===== src/rtl/tsb_pkg.sv =====
package tsb_pkg;
  localparam int PKT_BYTES     = 188;
  localparam int WORD_BYTES    = 4;
  localparam int WORDS_PER_PKT = PKT_BYTES / WORD_BYTES;
  localparam int LAST_BYTE     = PKT_BYTES - 1;
  localparam int IDX_W         = $clog2(PKT_BYTES + 1);
  localparam int THR_W         = 7;

  localparam int B_CNT_LO = 24;
  localparam int B_MDONE  = 17;
  localparam int B_DONE   = 16;
  localparam int B_RUN    = 15;
  localparam int B_MOVR   = 14;
  localparam int B_MAF    = 13;
  localparam int B_MLOCK  = 12;
  localparam int B_OVR    = 11;
  localparam int B_ACK    = 8;

  typedef struct packed {
    logic done;
    logic ovr;
    logic afull;
    logic lock;
  } mask_t;
endpackage


===== src/rtl/tsb_rst_sync.sv =====
module tsb_rst_sync (
  input  logic clk,
  input  logic rst_n,
  output logic rst_n_sync
);
  logic [1:0] sr_q;

  always_ff @(posedge clk or negedge rst_n) begin
    if (!rst_n) sr_q <= 2'b00;
    else        sr_q <= {sr_q[0], 1'b1};
  end

  assign rst_n_sync = sr_q[1];
endmodule


===== src/rtl/tsb_csr.sv =====
module tsb_csr import tsb_pkg::*; #(
  parameter int ADDR_W    = 32,
  parameter int CNT_W     = 4,
  parameter int THR_RESET = 4
) (
  input  logic              clk,
  input  logic              rst_n,
  input  logic              wr,
  input  logic              sel,
  input  logic [31:0]       wdata,
  input  logic [CNT_W-1:0]  cnt,
  input  logic              done,
  input  logic              ovr,
  output logic [31:0]       rdata,
  output logic [ADDR_W-1:0] base,
  output logic [THR_W-1:0]  thr,
  output mask_t             mask,
  output logic              rearm,
  output logic              ack,
  output logic              kill
);
  logic [ADDR_W-1:0] base_q, base_n;
  logic [THR_W-1:0]  thr_q, thr_n;
  mask_t             mask_q, mask_n;
  logic              run_q, run_n;
  logic              wr_base, wr_ctrl;

  assign wr_base = wr & ~sel;
  assign wr_ctrl = wr & sel;

  always_comb begin
    base_n = base_q;
    thr_n  = thr_q;
    mask_n = mask_q;
    run_n  = run_q;
    if (wr_base) base_n = wdata[ADDR_W-1:0];
    if (wr_ctrl) begin
      thr_n      = wdata[THR_W-1:0];
      run_n      = wdata[B_RUN];
      mask_n.done  = wdata[B_MDONE];
      mask_n.ovr   = wdata[B_MOVR];
      mask_n.afull = wdata[B_MAF];
      mask_n.lock  = wdata[B_MLOCK];
    end
  end

  always_ff @(posedge clk or negedge rst_n) begin
    if (!rst_n) begin
      base_q <= '0;
      thr_q  <= THR_W'(THR_RESET);
      mask_q <= '1;
      run_q  <= 1'b0;
    end else begin
      if (wr_base) base_q <= base_n;
      if (wr_ctrl) begin
        thr_q  <= thr_n;
        mask_q <= mask_n;
        run_q  <= run_n;
      end
    end
  end

  assign rearm = wr_base;
  assign ack   = wr_ctrl & wdata[B_ACK];
  assign kill  = ~run_q | (wr_ctrl & ~wdata[B_RUN]);
  assign base  = base_q;
  assign thr   = thr_q;
  assign mask  = mask_q;

  always_comb begin
    rdata = '0;
    if (!sel) begin
      rdata[ADDR_W-1:0] = base_q;
    end else begin
      rdata[31:B_CNT_LO] = 8'(cnt);
      rdata[B_MDONE]     = mask_q.done;
      rdata[B_DONE]      = done;
      rdata[B_RUN]       = run_q;
      rdata[B_MOVR]      = mask_q.ovr;
      rdata[B_MAF]       = mask_q.afull;
      rdata[B_MLOCK]     = mask_q.lock;
      rdata[B_OVR]       = ovr;
      rdata[THR_W-1:0]   = thr_q;
    end
  end

  logic unused_wbits;
  assign unused_wbits = ^{wdata[31:18], wdata[10:9], wdata[7]};
endmodule


===== src/rtl/tsb_packer.sv =====
module tsb_packer import tsb_pkg::*; (
  input  logic        clk,
  input  logic        rst_n,
  input  logic        s_valid,
  input  logic        s_sop,
  input  logic [7:0]  s_data,
  input  logic        flush,
  input  logic        full,
  output logic        word_fire,
  output logic [31:0] word,
  output logic        pkt_fire,
  output logic        ovr_evt
);
  logic             in_pkt_q, in_pkt_n;
  logic             drop_q, drop_n;
  logic [IDX_W-1:0] idx_q, idx_n;
  logic [23:0]      sreg_q;
  logic             take, dropping;
  logic [IDX_W-1:0] pos;

  assign take     = s_valid & (s_sop | in_pkt_q) & ~flush;
  assign pos      = s_sop ? '0 : idx_q;
  assign dropping = s_sop ? full : drop_q;

  assign ovr_evt   = take & s_sop & full;
  assign word_fire = take & ~dropping & (pos[1:0] == 2'd3);
  assign pkt_fire  = take & ~dropping & (pos == IDX_W'(LAST_BYTE));
  assign word      = {s_data, sreg_q};

  always_comb begin
    in_pkt_n = in_pkt_q;
    drop_n   = drop_q;
    idx_n    = idx_q;
    if (flush) begin
      in_pkt_n = 1'b0;
      drop_n   = 1'b0;
      idx_n    = '0;
    end else if (take) begin
      in_pkt_n = (pos != IDX_W'(LAST_BYTE));
      drop_n   = dropping;
      idx_n    = pos + IDX_W'(1);
    end
  end

  always_ff @(posedge clk or negedge rst_n) begin
    if (!rst_n) begin
      in_pkt_q <= 1'b0;
      drop_q   <= 1'b0;
      idx_q    <= '0;
    end else if (flush | take) begin
      in_pkt_q <= in_pkt_n;
      drop_q   <= drop_n;
      idx_q    <= idx_n;
    end
  end

  for (genvar ln = 0; ln < WORD_BYTES - 1; ln++) begin : g_lane
    logic lane_en;
    assign lane_en = take & (pos[1:0] == 2'(ln));
    always_ff @(posedge clk or negedge rst_n) begin
      if (!rst_n)       sreg_q[ln*8 +: 8] <= '0;
      else if (lane_en) sreg_q[ln*8 +: 8] <= s_data;
    end
  end
endmodule


===== src/rtl/tsb_fill.sv =====
module tsb_fill import tsb_pkg::*; #(
  parameter int BUF_PKTS = 8,
  parameter int ADDR_W   = 32,
  parameter int CNT_W    = 4,
  parameter int PTR_W    = 9
) (
  input  logic              clk,
  input  logic              rst_n,
  input  logic              kill,
  input  logic              rearm,
  input  logic              ack,
  input  logic [ADDR_W-1:0] base,
  input  logic [THR_W-1:0]  thr,
  input  logic              word_fire,
  input  logic [31:0]       word,
  input  logic              pkt_fire,
  input  logic              ovr_evt,
  output logic [CNT_W-1:0]  cnt,
  output logic              done,
  output logic              ovr,
  output logic              full,
  output logic              mem_we,
  output logic [ADDR_W-1:0] mem_addr,
  output logic [31:0]       mem_wdata
);
  logic [CNT_W-1:0]  cnt_q, cnt_n;
  logic [PTR_W-1:0]  ptr_q, ptr_n;
  logic              done_q, done_n, ovr_q, ovr_n;
  logic              we_q;
  logic [ADDR_W-1:0] addr_q, addr_n;
  logic [31:0]       data_q;
  logic [7:0]        cnt_inc;
  logic              thr_hit;

  assign full    = (cnt_q == CNT_W'(BUF_PKTS));
  assign cnt_inc = 8'(cnt_q) + 8'd1;
  assign thr_hit = cnt_inc >= 8'(thr);
  assign addr_n  = base + ADDR_W'({ptr_q, 2'b00});

  always_comb begin
    cnt_n  = cnt_q;
    ptr_n  = ptr_q;
    done_n = done_q;
    ovr_n  = ovr_q;
    if (kill | rearm) begin
      cnt_n = '0;
      ptr_n = '0;
    end else begin
      if (pkt_fire && !full) cnt_n = cnt_q + CNT_W'(1);
      if (word_fire)         ptr_n = ptr_q + PTR_W'(1);
    end
    if (kill) begin
      done_n = 1'b0;
      ovr_n  = 1'b0;
    end else begin
      if (pkt_fire && thr_hit) done_n = 1'b1;
      else if (ack)            done_n = 1'b0;
      if (ovr_evt)             ovr_n  = 1'b1;
      else if (ack)            ovr_n  = 1'b0;
    end
  end

  always_ff @(posedge clk or negedge rst_n) begin
    if (!rst_n) begin
      cnt_q  <= '0;
      ptr_q  <= '0;
      done_q <= 1'b0;
      ovr_q  <= 1'b0;
      we_q   <= 1'b0;
    end else begin
      cnt_q  <= cnt_n;
      ptr_q  <= ptr_n;
      done_q <= done_n;
      ovr_q  <= ovr_n;
      we_q   <= word_fire;
    end
  end

  always_ff @(posedge clk or negedge rst_n) begin
    if (!rst_n) begin
      addr_q <= '0;
      data_q <= '0;
    end else if (word_fire) begin
      addr_q <= addr_n;
      data_q <= word;
    end
  end

  assign cnt       = cnt_q;
  assign done      = done_q;
  assign ovr       = ovr_q;
  assign mem_we    = we_q;
  assign mem_addr  = addr_q;
  assign mem_wdata = data_q;
endmodule


===== src/rtl/tsb_top.sv =====
module tsb_top import tsb_pkg::*; #(
  parameter int BUF_PKTS  = 8,
  parameter int ADDR_W    = 32,
  parameter int THR_RESET = 4
) (
  input  logic              clk,
  input  logic              rst_n,
  input  logic              s_valid,
  input  logic              s_sop,
  input  logic [7:0]        s_data,
  input  logic              csr_wr,
  input  logic              csr_sel,
  input  logic [31:0]       csr_wdata,
  output logic [31:0]       csr_rdata,
  output logic              mem_we,
  output logic [ADDR_W-1:0] mem_addr,
  output logic [31:0]       mem_wdata,
  output logic              irq
);
  localparam int CNT_W = $clog2(BUF_PKTS + 1);
  localparam int PTR_W = $clog2(BUF_PKTS * WORDS_PER_PKT + 1);

  logic              rst_n_s;
  logic [ADDR_W-1:0] base_w;
  logic [THR_W-1:0]  thr_w;
  mask_t             mask_w;
  logic              rearm_w, ack_w, kill_w;
  logic [CNT_W-1:0]  cnt_w;
  logic              done_w, ovr_w, full_w;
  logic              word_fire_w, pkt_fire_w, ovr_evt_w;
  logic [31:0]       word_w;

  tsb_rst_sync u_rst (
    .clk(clk), .rst_n(rst_n), .rst_n_sync(rst_n_s)
  );

  tsb_csr #(.ADDR_W(ADDR_W), .CNT_W(CNT_W), .THR_RESET(THR_RESET)) u_csr (
    .clk(clk), .rst_n(rst_n_s), .wr(csr_wr), .sel(csr_sel), .wdata(csr_wdata),
    .cnt(cnt_w), .done(done_w), .ovr(ovr_w), .rdata(csr_rdata),
    .base(base_w), .thr(thr_w), .mask(mask_w),
    .rearm(rearm_w), .ack(ack_w), .kill(kill_w)
  );

  tsb_packer u_pack (
    .clk(clk), .rst_n(rst_n_s), .s_valid(s_valid), .s_sop(s_sop), .s_data(s_data),
    .flush(kill_w | rearm_w), .full(full_w),
    .word_fire(word_fire_w), .word(word_w), .pkt_fire(pkt_fire_w), .ovr_evt(ovr_evt_w)
  );

  tsb_fill #(.BUF_PKTS(BUF_PKTS), .ADDR_W(ADDR_W), .CNT_W(CNT_W), .PTR_W(PTR_W)) u_fill (
    .clk(clk), .rst_n(rst_n_s), .kill(kill_w), .rearm(rearm_w), .ack(ack_w),
    .base(base_w), .thr(thr_w), .word_fire(word_fire_w), .word(word_w),
    .pkt_fire(pkt_fire_w), .ovr_evt(ovr_evt_w),
    .cnt(cnt_w), .done(done_w), .ovr(ovr_w), .full(full_w),
    .mem_we(mem_we), .mem_addr(mem_addr), .mem_wdata(mem_wdata)
  );

  assign irq = (done_w & ~mask_w.done) | (ovr_w & ~mask_w.ovr);

  logic unused_masks;
  assign unused_masks = mask_w.afull ^ mask_w.lock;
endmodule


===== config.mk =====
export PLATFORM = sky130hd
export DESIGN_NAME = tsb_top
export DESIGN_NICKNAME = d
export VERILOG_FILES = /design/src/rtl/tsb_pkg.sv /design/src/rtl/tsb_rst_sync.sv /design/src/rtl/tsb_csr.sv /design/src/rtl/tsb_packer.sv /design/src/rtl/tsb_fill.sv /design/src/rtl/tsb_top.sv
export SDC_FILE = /design/constraint.sdc
export NUM_CORES = 1
export LEC_CHECK = 0
export BUFFER_PORTS_ARGS = -buffer_cell sky130_fd_sc_hd__buf_2
export CORE_MARGIN = 10
export CORE_UTILIZATION = 56
export DETAILED_ROUTE_END_ITERATION = 8
export PLACE_DENSITY = 0.8
export SYNTH_ARGS = -nofsm -noshare
export SYNTH_HDL_FRONTEND = slang
export SYNTH_SLANG_ARGS = --single-unit

===== constraint.sdc =====
create_clock -name clk -period 6.91 [get_ports clk]
set_input_delay 1.382 -clock clk [delete_from_list [all_inputs] [get_ports clk]]
set_output_delay 1.382 -clock clk [all_outputs]
set_load 0.02 [all_outputs]

==> impl_metrics.csv, run 1 <==
group,metric,value,unit
synth,synth_cell_types,52,
synth,synthArstFlopShare,100.0,%
worst_setup_path,cpMostUsedCell,"buf_2",
finish,drive_above_1_share,28.70,%
routing,dr.pass1.iters,5,
timing,finalCriticalPeriod,3.998,ns
worst_setup_path,critPathSlowestCell,"buf_2",
worst_setup_path,r2r-end,"u_fill.mem_addr[30]$_DFFE_PN0P_",
synth,synth-seq-area-share,52.69,%
worst_setup_path,path_max_fanout,39,
pwr,powerDensity,243.8,nW/um^2
worst_setup_path,reg2reg_from,"u_fill.ptr_q[0]$_DFFE_PN0P_",
worst_setup_path,cp.required,5.53,ns
synth,synth_area,7611,sq um
min_path,hold_path_class,"register to asynchronous set/reset pin",
grt,grt.overflow.total,0,
clocking,cts_tree,"done",
die,die_y,136.6,um
worst_setup_path,crit_start,"csr_sel",
clocking,cts_buffers,17,
clocking,cts_sinks,160,
placement,dpl.hpwl,13080,um
timing,setup_violations,0,
finish,instances_no_fill,1054,
worst_setup_path,crit_end,"csr_rdata[25]",
synth,syn_avg_cell_area,10.40,sq um
clocking,clk_pin_slew,0.06,ns
placement,port_buffers,143,
die,die_w,136.6,um
clocking,root_buffer,"clkbuf_16",
die,die_area,18650,sq um
timing,drv_slew,0,
grt,antenna_found_initial,0,
synth,synth_ff_type,"dfrtp_1",
worst_setup_path,critPathBufInv,2,
routing,drt-initial-drc-count,369,
worst_setup_path,worstSetupPathType,"input port to primary output",
routing,routedWlPerCell,17.35,um
grt,grt_util_all_layers,20.24,%
worst_setup_path,path_delay_family,"buffers and inverters",
pwr,finalPower,2.196,mW
timing,timing.fmax,0.2501,GHz
worst_setup_path,cp.arrival,2.62,ns
grt,grt_max_degree,96,
worst_setup_path,slowest_delay,0.62,ns
synth,synth_edf_count,0,
routing,drcViolationCount,0,
pwr,leakage,4.488,nW
timing,period_share,57.86,%
finish,antennaDiodeCount,0,
worst_setup_path,r2r_setup_slack,4.22,ns
clocking,h-tree-depth,4,
die,core_area,13300,sq um
timing,rsz0062_at_grt,"false",
worst_setup_path,cp_num_cells,3,
timing,fin_skew,0.01380,ns
timing,tightestPinTransition,1.137,ns
routing,wl,18280,um
worst_setup_path,cp_cell_sequence,"buf_2 -> mux2_2 -> buf_2",
clocking,post-cts-setup-buffers,0,
synth,ys_seq_elements,160,
routing,vias,5704,
timing,finalWorstSetupSlack,2.912,ns
placement,place.gp.congestion,0.8614,
synth,synth_warnings,0,
synth,synth_top_area_share,50.96,%
synth,synthTopCellsByArea,"dfrtp_1 (51%), nand2_1 (8.3%), mux2_2 (7.8%), mux2_1 (3.6%), ha_1 (3.5%)",
finish,fin_nets,934,
die,rows,42,
clocking,clock_latency,0.42,ns
die,initial_utilization,57.25,%
timing,hold_viol,0,
placement,place_inst,1023,
finish,final_common_cell,"nand2_1",
pwr,vdd_ir_drop_max,168.6,uV
timing,final.setup.tns,0,ns
finish,final_cell_mix,"nand2_1 (169), dfrtp_1 (154), buf_2 (143)",
synth,synth_top_area_cell,"dfrtp_1",
clocking,holdBufCountCts,0,
worst_setup_path,end_kind,"primary output",
job,drv_cap,0,
die,io_pins,144,
placement,post-place-ws,2.887,ns
finish,syn2layout_area_growth,18.35,%
synth,synthCells,732,
routing,viasPerCell,5.412,
routing,ant_nets,0,
clocking,cts_resized,0,
timing,max_slew_margin,23.42,%
finish,post-route-cell-area,9007,sq um
clocking,cts.path.max_buffers,2,
grt,grt_pass1_wl,30040,um
grt,grt_pass1_vias,5796,
synth,synth_nets,800,
worst_setup_path,startpoint_type,"input port",
run_status,outcome,"complete, no violations",
placement,placed_area,8457,sq um
worst_setup_path,worstRegToRegCells,9,
==> layout make-up <==
cell class | count | area [sq um]
Clock buffer | 21 | 460.4
Clock inverter | 10 | 90.09
Fill cell | 1032 | 4288
Inverter | 20 | 75.07
Multi-Input combinational cell | 521 | 3410
Sequential cell | 160 | 4014
Tap cell | 176 | 220.2
Timing Repair Buffer | 146 | 738.2
==> how the worst min path moves through the flow <==
stage,from,end,slack [ns]
2_1_floorplan,u_rst.sr_q[0]$_DFF_PN0_,u_rst.sr_q[1]$_DFF_PN0_,0.33
3_3_place_gp,u_rst.sr_q[1]$_DFF_PN0_,u_fill.mem_addr[1]$_DFFE_PN0P_,0.19
3_5_place_dp,u_rst.sr_q[1]$_DFF_PN0_,u_fill.mem_addr[2]$_DFFE_PN0P_,0.18
4_1_cts,u_rst.sr_q[1]$_DFF_PN0_,u_fill.mem_addr[2]$_DFFE_PN0P_,0.19
5_1_grt,u_rst.sr_q[1]$_DFF_PN0_,u_fill.mem_addr[2]$_DFFE_PN0P_,0.21
6_report,u_rst.sr_q[1]$_DFF_PN0_,u_fill.mem_addr[2]$_DFFE_PN0P_,0.18
==> metal layers <==
layer  vias up  part of all wire [%]  GRT usage [%]
li1       2760                     -              -
met1      2791                    42          24.82
met2       129                    50          33.58
met3        24                   5.2          5.645
met4         0                   2.0          7.041
met5         -                     0              0
==> per-stage QoR <==
| stage | hold WS [ns] | util (%) |
|---|---|---|
| global placement | 0.1853 | 63.61 |
| global route | 0.2093 | 67.75 |
| floorplan | 0.3312 | - |
| finish | 0.1842 | 67.75 |
| CTS | 0.1927 | 67.75 |
| detailed placement | 0.1845 | 63.61 |
==> synth_stat cells (2+ instances only) <==
library cell and count:
dfrtp_1 155, nand2_1 169, nor3_1 8, clkbuf_1 15
o21ai_1 27, nor2b_1 17, mux2_2 53, nand3_1 22
mux2i_1 2, ha_1 21, o21ai_2 4, nor2_1 34
o21ai_0 15, and3_1 5, inv_1 19, nand2b_1 9
a22oi_1 2, a211oi_1 4, dfstp_2 5, xnor2_1 24
o21a_1 4, a21oi_1 22, buf_1 3, nand4_1 9
nand4b_1 2, mux2_1 24, and4_4 2, buf_2 13
o22ai_1 2, a2111oi_2 5, xor2_1 11, a31o_1 2
a21o_1 4
==> registers in the layout, indices dropped and copies added (netlist names) <==
signal            count
u_fill.mem_wdata     32
u_pack.in_pkt_q       1
u_fill.done           1
u_fill.cnt            4
u_fill.ptr_q          9
u_fill.mem_we         1
u_csr.mask            4
u_rst.sr_q            2
u_pack.idx_q          8
u_csr.thr             7
u_fill.ovr            1
u_pack.word          24
u_csr.run_q           1
u_fill.mem_addr      32
u_csr.base           32
u_pack.drop_q         1
==> kinds of logic (layout without fill, tap and decap cells) <==
| kind of cell | count (synthesis) | count (layout) | share of synthesized area (%) |
|---|---|---|---|
| AO/OA/AOI/OAI | 98 | 98 | 8.203 |
| buffers and inverters | 51 | 197 | 2.729 |
| flip-flops | 160 | 160 | 52.69 |
| adder cells (fa/ha/maj) | 22 | 22 | 3.715 |
| other | 1 | 1 | 0.04927 |
| multiplexers | 79 | 79 | 11.66 |
| AND/OR/NAND/NOR | 286 | 286 | 16.93 |
| XOR/XNOR | 35 | 35 | 4.028 |
==> power breakdown <==
group          leakage, nW  switching, mW  internal (mW)
sequential            2.11         0.0622           1.00
clock                0.265          0.362          0.510
combinational         2.11          0.142          0.115
total                 4.49          0.566           1.63
Power figures use the tool's default switching activity.
==> run 2, diff against run 1 <==
Clock period 6.91 ns to 3.7 ns, I/O delays scaled along.
==> run 2 against run 1 <==
Against the previous run:
- wire length is 0.19% lower
- via count is 1.1% higher
- critical endpoint is now csr_rdata[17]
- non-clock buffer count is 5 higher
- power is 95% higher
- cell count is 0.57% higher
- clock skew is 0.0054 ns lower
- first-iteration DRC count is 4.3% lower
- cell area is 1.3% higher
- sequential share of layout area is 0.55 points lower
- clock power is 110% higher
==> impl_metrics.csv, run 2 (synthesis results as in run 1) <==
group,metric,value,unit
min_path,hold_path_class,"input port to asynchronous set/reset pin",
worst_setup_path,path_max_fanout,22,
grt,antenna_found_initial,0,
routing,vias,5765,
pwr,vdd_ir_drop_max,404.8,uV
clocking,root_buffer,"clkbuf_16",
clocking,clock_latency,0.42,ns
placement,post-place-ws,0.7621,ns
die,die_y,136.6,um
worst_setup_path,cp.required,2.96,ns
finish,final_cell_mix,"nand2_1 (169), dfrtp_1 (154), buf_2 (143)",
timing,max_slew_margin,32.32,%
timing,finalWorstSetupSlack,0.9203,ns
pwr,pwr-share-clk,42.1,%
finish,multi_input_area,3410,sq um
routing,routedWlPerCell,17.22,um
job,drv_cap,0,
grt,grt.overflow.total,0,
placement,port_buffers,143,
die,rows,42,
routing,viasPerCell,5.439,
finish,antennaDiodeCount,0,
finish,instances_no_fill,1060,
timing,hold_viol,0,
grt,grt_pass1_vias,5699,
pwr,comb_power_share,11.2,%
timing,tightestPinTransition,1.015,ns
die,die_area,18650,sq um
timing,finalCriticalPeriod,2.780,ns
grt,grt_util_all_layers,19.80,%
die,io_pins,144,
timing,period_share,75.13,%
timing,drv_slew,0,
finish,final_common_cell,"nand2_1",
clocking,cts.path.max_buffers,2,
routing,wl_met1,8018,um
clocking,clk_pin_slew,0.06,ns
finish,regArea,4014,sq um
clocking,holdBufCountCts,0,
finish,fill_cells,1040,
pwr,switching_power,1.120,mW
clocking,cts_resized,0,
grt,grt_max_degree,70,
placement,place_inst,1028,
routing,dr.pass1.iters,5,
routing,wl_met3,853,um
timing,rsz0062_at_grt,"false",
die,core_area,13300,sq um
clocking,cts_sinks,160,
routing,drt-initial-drc-count,353,
timing,timing.fmax,0.3598,GHz
clocking,cts_buffers,17,
routing,topRoutingLayerUsed,"met4",
clocking,post-cts-setup-buffers,0,
die,die_w,136.6,um
clocking,h-tree-depth,4,
finish,post-route-cell-area,9120,sq um
placement,place.gp.congestion,0.8086,
timing,final.setup.tns,0,ns
placement,placed_area,8507,sq um
timing,setup_violations,0,
run_status,outcome,"complete, no violations",
die,initial_utilization,57.25,%
worst_setup_path,startpoint_type,"input port",
timing,fin_skew,0.008419,ns
pwr,switching_share,26.17,%
finish,drive_above_1_share,29.41,%
routing,ant_nets,0,
worst_setup_path,cp.arrival,2.04,ns
worst_setup_path,worstSetupPathType,"input port to primary output",
clocking,cts_tree,"done",
pwr,p_seq_share,46.7,%
pwr,leakage,4.556,nW
finish,syn2layout_area_growth,19.83,%
routing,drcViolationCount,0,
worst_setup_path,end_kind,"primary output",
routing,wl_met2,8985,um
routing,wl,18250,um
pwr,powerDensity,469.2,nW/um^2
placement,dpl.hpwl,12910,um
grt,grt_pass1_wl,29480,um
pwr,internal_power,3.159,mW
finish,fin_nets,939,
## run 2: cell count changes in the layout (fill, tap and decap cells not counted), sizes merged
cell and change:
buf +5, bufinv +1, clkbuf -1, clkinv -1, clkinvlp -3, inv +5
## run 2: per-layer routing
layer / vias to the layer above / GRT usage (%)
met3: 24 / 4.619
met2: 121 / 31.73
li1: 2759 / -
met5: - / 0
met4: 0 / 6.982
met1: 2861 / 25.77
## run 2: stage by stage
stage                     hold WS, ns  util (%)  power, mW
after detailed placement       0.3370     63.98      2.506
after floorplan                0.3311         -      2.332
after global placement         0.3343     63.98      2.493
after CTS                     0.08038     68.60      4.314
after global routing          0.08057     68.60      4.448
final                         0.09333     68.60      4.279
## run 2: area by class of cell
type | count | area share (%)
flip-flops and latches | 160 | 44.01
multi-input cells | 521 | 37.39
repair buffers | 151 | 8.643
clock buffers | 20 | 5.117
well taps | 176 | 2.415
clock inverters | 12 | 1.605
inverters | 20 | 0.8232
## run 2: path summary, 6_finish.rpt
| path | from | end | slack, ns | depth (start not counted) |
|---|---|---|---|---|
| min | rst_n | u_rst.sr_q[1]$_DFF_PN0_ | 0.09 | 1 |
| max reg2reg | u_fill.ptr_q[0]$_DFFE_PN0P_ | u_fill.mem_addr[30]$_DFFE_PN0P_ | 1.07 | 9 |
| max in group asynchronous | u_rst.sr_q[1]$_DFF_PN0_ | u_csr.mask[0]$_DFFE_PN1N_ | 2.30 | 1 |
| max | csr_sel | csr_rdata[17] | 0.92 | 4 |
| min in group clk | u_rst.sr_q[0]$_DFF_PN0_ | u_rst.sr_q[1]$_DFF_PN0_ | 0.35 | 0 |
| min reg2reg | u_rst.sr_q[0]$_DFF_PN0_ | u_rst.sr_q[1]$_DFF_PN0_ | 0.35 | 0 |
## run 2: critical path, stage by stage
cell    delay, ns
buf_2        0.43
buf_4        0.34
mux2_2       0.36
buf_2        0.16
## run 2: power by group through the flow
stage	Clock [mW]	Sequential, mW	Combinational (mW)
after floorplan	0	2.00	0.331
after global placement	0	2.02	0.469
after detailed placement	0	2.03	0.477
after CTS	1.83	2.00	0.484
after global routing	1.90	2.02	0.525
final	1.80	2.00	0.479
